[src/rtl/q15_mul_pkg.sv]
`timescale 1ns/1ps
package q15_mul_pkg;
    parameter int unsigned Q15_LANE_W = 16;
    parameter int unsigned Q15_LANES  = 2;
    parameter int unsigned Q15_WIDE_W = 64;
endpackage

[src/rtl/q15_lane_mul.sv]
`timescale 1ns/1ps
module q15_lane_mul #(
    parameter int unsigned W = 16
) (
    input  logic [W-1:0] a_i,
    input  logic [W-1:0] b_i,
    input  logic         rnd_i,
    output logic [W-1:0] y_o,
    output logic         sat_o
);
    localparam int unsigned PW = 2 * W;
    localparam logic [W-1:0]  MIN_IN   = {1'b1, {(W-1){1'b0}}};
    localparam logic [PW-1:0] HALF_LSB = PW'(1) << (W - 1);
    localparam logic [PW-1:0] MAX_Q    = {1'b0, {(PW-1){1'b1}}};

    logic signed [PW-1:0] a_ext;
    logic signed [PW-1:0] b_ext;
    logic signed [PW-1:0] prod;
    logic        [PW-1:0] dbl;
    logic        [PW-1:0] adj;
    logic                 lane_unused;

    always_comb begin
        a_ext = {{W{a_i[W-1]}}, a_i};
        b_ext = {{W{b_i[W-1]}}, b_i};
        prod  = a_ext * b_ext;
        dbl   = {prod[PW-2:0], 1'b0};
        sat_o = (a_i == MIN_IN) && (b_i == MIN_IN);
        if (sat_o) begin
            adj = MAX_Q;
        end else if (rnd_i) begin
            adj = dbl + HALF_LSB;
        end else begin
            adj = dbl;
        end
        y_o = adj[PW-1:W];
    end

    assign lane_unused = ^{adj[W-1:0], prod[PW-1]};
endmodule

[src/rtl/q15_ovf_track.sv]
`timescale 1ns/1ps
module q15_ovf_track (
    input  logic clk,
    input  logic rst_n,
    input  logic set_i,
    input  logic clr_i,
    output logic flag_o
);
    logic flag_d, flag_q;

    always_comb begin
        flag_d = clr_i ? 1'b0 : flag_q;
        if (set_i) begin
            flag_d = 1'b1;
        end
    end

    always_ff @(posedge clk) begin
        if (!rst_n) begin
            flag_q <= 1'b0;
        end else begin
            flag_q <= flag_d;
        end
    end

    assign flag_o = flag_q;

    p_sticky_hold_r8: assert property (@(posedge clk) disable iff (!rst_n)
        (flag_o && !clr_i) |=> flag_o);

    p_clear_r8: assert property (@(posedge clk) disable iff (!rst_n)
        (clr_i && !set_i) |=> !flag_o);

    p_clear_vs_set_r8: assert property (@(posedge clk) disable iff (!rst_n)
        set_i |=> flag_o);

    p_no_overflow_r9: assert property (@(posedge clk) disable iff (!rst_n)
        (!set_i && !flag_o) |=> !flag_o);
endmodule

[src/rtl/q15_pair_mul.sv]
`timescale 1ns/1ps
module q15_pair_mul
    import q15_mul_pkg::*;
#(
    parameter int unsigned LANE_W = Q15_LANE_W,
    parameter int unsigned LANES  = Q15_LANES,
    parameter int unsigned WIDE_W = Q15_WIDE_W
) (
    input  logic                      clk,
    input  logic                      rst_n,
    input  logic                      in_valid,
    input  logic [LANE_W*LANES-1:0]   opa,
    input  logic [LANE_W*LANES-1:0]   opb,
    input  logic                      round_en,
    input  logic                      ovf_clr,
    output logic                      out_valid,
    output logic [LANE_W*LANES-1:0]   res_packed,
    output logic [WIDE_W-1:0]         res_wide,
    output logic                      ovf_sticky
);
    localparam int unsigned DATA_W = LANE_W * LANES;
    localparam int unsigned EXT_W  = WIDE_W - DATA_W;
    localparam logic [LANE_W-1:0] MIN_IN  = {1'b1, {(LANE_W-1){1'b0}}};
    localparam logic [LANE_W-1:0] MAX_OUT = {1'b0, {(LANE_W-1){1'b1}}};

    typedef struct packed {
        logic              vld;
        logic [DATA_W-1:0] res;
    } pipe_t;

    pipe_t             st_d, st_q;
    logic [DATA_W-1:0] lane_y;
    logic [LANES-1:0]  lane_sat;
    logic              ovf_set;

    generate
        for (genvar g = 0; g < LANES; g++) begin : g_lane
            q15_lane_mul #(.W(LANE_W)) u_lane (
                .a_i   (opa[g*LANE_W +: LANE_W]),
                .b_i   (opb[g*LANE_W +: LANE_W]),
                .rnd_i (round_en),
                .y_o   (lane_y[g*LANE_W +: LANE_W]),
                .sat_o (lane_sat[g])
            );
        end
    endgenerate

    always_comb begin
        st_d     = st_q;
        st_d.vld = in_valid;
        if (in_valid) begin
            st_d.res = lane_y;
        end
        ovf_set = in_valid && (|lane_sat);
    end

    always_ff @(posedge clk) begin
        if (!rst_n) begin
            st_q <= '0;
        end else begin
            st_q <= st_d;
        end
    end

    q15_ovf_track u_ovf (
        .clk    (clk),
        .rst_n  (rst_n),
        .set_i  (ovf_set),
        .clr_i  (ovf_clr),
        .flag_o (ovf_sticky)
    );

    assign out_valid  = st_q.vld;
    assign res_packed = st_q.res;
    assign res_wide   = {{EXT_W{st_q.res[DATA_W-1]}}, st_q.res};

    p_valid_lat_r7: assert property (@(posedge clk) disable iff (!rst_n)
        in_valid |=> out_valid);

    p_idle_lat_r7: assert property (@(posedge clk) disable iff (!rst_n)
        !in_valid |=> !out_valid);

    p_hold_r9: assert property (@(posedge clk) disable iff (!rst_n)
        !in_valid |=> $stable(res_packed));

    p_special_sat_r4: assert property (@(posedge clk) disable iff (!rst_n)
        (in_valid && opa[LANE_W-1:0] == MIN_IN && opb[LANE_W-1:0] == MIN_IN)
        |=> (res_packed[LANE_W-1:0] == MAX_OUT && ovf_sticky));

    p_zero_lane_r2: assert property (@(posedge clk) disable iff (!rst_n)
        (in_valid && !round_en && opa[LANE_W-1:0] == '0)
        |=> (res_packed[LANE_W-1:0] == '0));
endmodule

[config.mk]
export PLATFORM = sky130hd
export DESIGN_NAME = q15_pair_mul
export DESIGN_NICKNAME = d
export VERILOG_FILES = /design/src/rtl/q15_mul_pkg.sv /design/src/rtl/q15_lane_mul.sv /design/src/rtl/q15_ovf_track.sv /design/src/rtl/q15_pair_mul.sv
export SDC_FILE = /design/constraint.sdc
export NUM_CORES = 1
export LEC_CHECK = 0
export CAP_MARGIN = 10
export CORE_MARGIN = 3
export CORE_UTILIZATION = 67
export DETAILED_ROUTE_END_ITERATION = 16
export GPL_TIMING_DRIVEN = 0
export PLACE_DENSITY_LB_ADDON = 0.25
export SETUP_SLACK_MARGIN = 0.2
export SLEW_MARGIN = 20
export SYNTH_ARGS = -nofsm -noshare
export SYNTH_HDL_FRONTEND = slang
export SYNTH_SLANG_ARGS = --single-unit
export TNS_END_PERCENT = 10
[constraint.sdc]
create_clock -name clk -period 19.4 [get_ports clk]
set_input_delay 4.85 -clock clk [delete_from_list [all_inputs] [get_ports clk]]
set_output_delay 4.85 -clock clk [all_outputs]
set_load 0.01 [all_outputs]
==> results.yml <==
synthesis:
  synth_area_leaders: "fa_1 (48%), inv_1 (9.9%), ha_1 (9.1%)"
  yosys.cell_types.count: 65
  async_flop_share: 0
  synth_area_per_cell_um2: 8.90
  synth-seq-cells: 34
  synth_edf_count: 0
  synthFlopType: "dfxtp_1"
  synth.cell_area_um2: 21400
  synth_cells: 2405
  synthDominantCellAreaShare: 0.477
  synth_nets: 3140
  seq_area_frac_synth: 0.0318
  yosysWarnings: 0
  synth_top_cell_by_area: "fa_1"
die:
  start_util: 0.689
  fp-row-count: 64
  core_um2: 31100
  dieArea_um2: 34100
  io_pins: 167
  dieHeight_um: 185
  chipWidth_um: 185
critical_path:
  start_kind: "primary input"
  worstSetupPathType: "primary input to flip-flop"
  arrival_ns: 13.30
  crit_fanout: 10
  endpoint_kind: "flip-flop"
  required_ns: 19.62
drt:
  wl_per_cell_um: 19.4
  postRouteWirelength_um: 57600
  drt-pass1-iter-count: 8
  ant_nets: 0
  route.vias.total: 17044
  viasPerCell: 5.75
  first_iter_violations: 1419
  drcViolationCount: 0
clock_network:
  cts-root-buf: "clkbuf_16"
  clkSinkCount: 34
  cts-buffers-inserted: 5
  clkLatencyLatePin_ns: 0.29
  tritoncts: "built"
  hold_buffers: 0
  clockBufferDepth: 2
  clk_pin_slew_ns: 0.06
  htreeDepth: 2
  post_cts_buffers: 0
  cts_resized: 0
sta:
  tns_ns: 0
  fin_crit_sh: 0.674
  drv_slew: 0
  setup_viol: 0
  hold_viol_final: 0
  rsz0062_at_grt: "no"
  fin_crit_ns: 13.07
  whs_ns: 0.493
  fmax_ghz: 0.0765
  fin_worst_skew_ns: 0
  relSlewSlack: 0.438
  worst_pin_slew_ns: 0.839
placed_design:
  gp_congestion: 0.963
  dp_cells: 2956
  hpwl_um: 49800
  port_buffers: 155
global_routing:
  globalRouteTotalUtil: 0.355
  grt_antenna_before_repair: 0
  grt_pass1_wl_um: 93900
  grt_pass1_vias: 18485
  grt_max_degree: 36
  gr-total-overflow: 0
layout:
  diodes: 0
  nNetsFinal: 3302
  layout-drive-gt1-share: 0.0358
  fin_cells: 2964
  area_delta_synth_final_pct: 10.5
outcome:
  status: "complete, no violations"
job:
  drv_cap: 0
min_path:
  hp-class: "flip-flop to flip-flop"
synthesized netlist by cell type (7+ instances only):
library cell  number
a21o_1            20
a21oi_1           65
and2_1           244
buf_4             66
clkbuf_1          91
dfxtp_1           34
fa_1             510
ha_1             156
inv_1            566
nand2_1          268
nand2b_1          12
nand3_1           24
nand4_1           18
nor2_1            55
nor3_1            10
nor4_1            20
o211ai_1           7
o21a_1             9
o21ai_0           41
o21ai_1            7
xnor2_1           55
xor2_1            29
sequential cells by signal, summed over array words and instances, names as in the netlist:
register / flops
out_valid: 1
res_packed: 32
u_ovf.flag_o: 1
cell type report:
cell class / count / area, um^2
clock buffers: 5 / 125
inverters: 566 / 2120
clock inverters: 3 / 68.8
flip-flops and latches: 34 / 682
well taps: 396 / 495
plain buffers: 158 / 842
fillers: 2291 / 7410
multi-input cells: 1647 / 17800
repair buffers: 155 / 1550
placed cells by master, fill, tap and decap left out, drive strengths merged, types with 7 or more instances in the layout:
cell type and n:
a21o 20, a21oi 65, and2 244, o21a 9
clkbuf 96, buf 67, clkdlybuf4s50 155, o211ai 7
nor4 21, nand3 25, inv 566, nor3 11
fa 510, nand2 268, xor2 30, ha 156
nor2 55, xnor2 55, dfxtp 34, nand4 18
o21ai 48, nand2b 12
stage by stage:
stage	instance area (um^2)	setup slack (ns)	utilization
after floorplan	21400	7.71	-
after global placement	23500	6.29	0.755
after detailed placement	23500	6.09	0.755
after CTS	23700	6.36	0.761
after global routing	23700	5.91	0.761
final	23700	6.33	0.761
layer usage:
| metal | part of all wire | track usage | wire, um | vias to the layer above |
|---|---|---|---|---|
| met4 | 0.037 | 0.101 | 2120 | 0 |
| met1 | 0.39 | 0.496 | 22600 | 8572 |
| met2 | 0.47 | 0.564 | 26900 | 862 |
| met5 | 0 | 0 | 0 | - |
| li1 | - | - | - | 7452 |
| met3 | 0.10 | 0.0807 | 6050 | 158 |
worst paths after layout:
kind,start,to,slack (ns),depth (start not counted)
worst max-delay path,opa[31],res_packed[31],6.33,25
worst min-delay path,u_ovf.flag_o,u_ovf.flag_o,0.49,2
worst max register to register,res_packed[31],res_packed[31],18.23,2
worst min register to register,u_ovf.flag_o,u_ovf.flag_o,0.49,2
kinds of logic (layout without fill, tap and decap cells):
logic type,Yosys count,in the layout,share of synthesized area
simple gates,694,694,0.166
xor+xnor,85,85,0.0351
mux,5,5,0.00234
flops,34,34,0.0318
buf+inv,724,887,0.139
fa+ha+maj,666,666,0.568
compound gates,197,197,0.0579
worst max-delay path, cell delays in order:
cell and delay, ns:
clkdlybuf4s50_1 0.84, clkbuf_1 0.53, nand2_1 0.20, inv_1 0.17
fa_1 0.51, inv_1 0.17, fa_1 0.41, inv_1 0.36
fa_1 0.52, fa_1 0.58, fa_1 0.45, fa_1 0.45
ha_1 0.28, clkbuf_1 0.28, and4_1 0.22, buf_2 0.16
nand3_1 0.12, a211o_1 0.31, a31oi_1 0.25, nor2_1 0.08
xor2_1 0.18, or4_4 0.45, o31a_1 0.33, or4_1 0.51
nand3_1 0.07
Power is not shown: default switching activity piles up to over one toggle a cycle in this logic, so the estimate is an artifact.
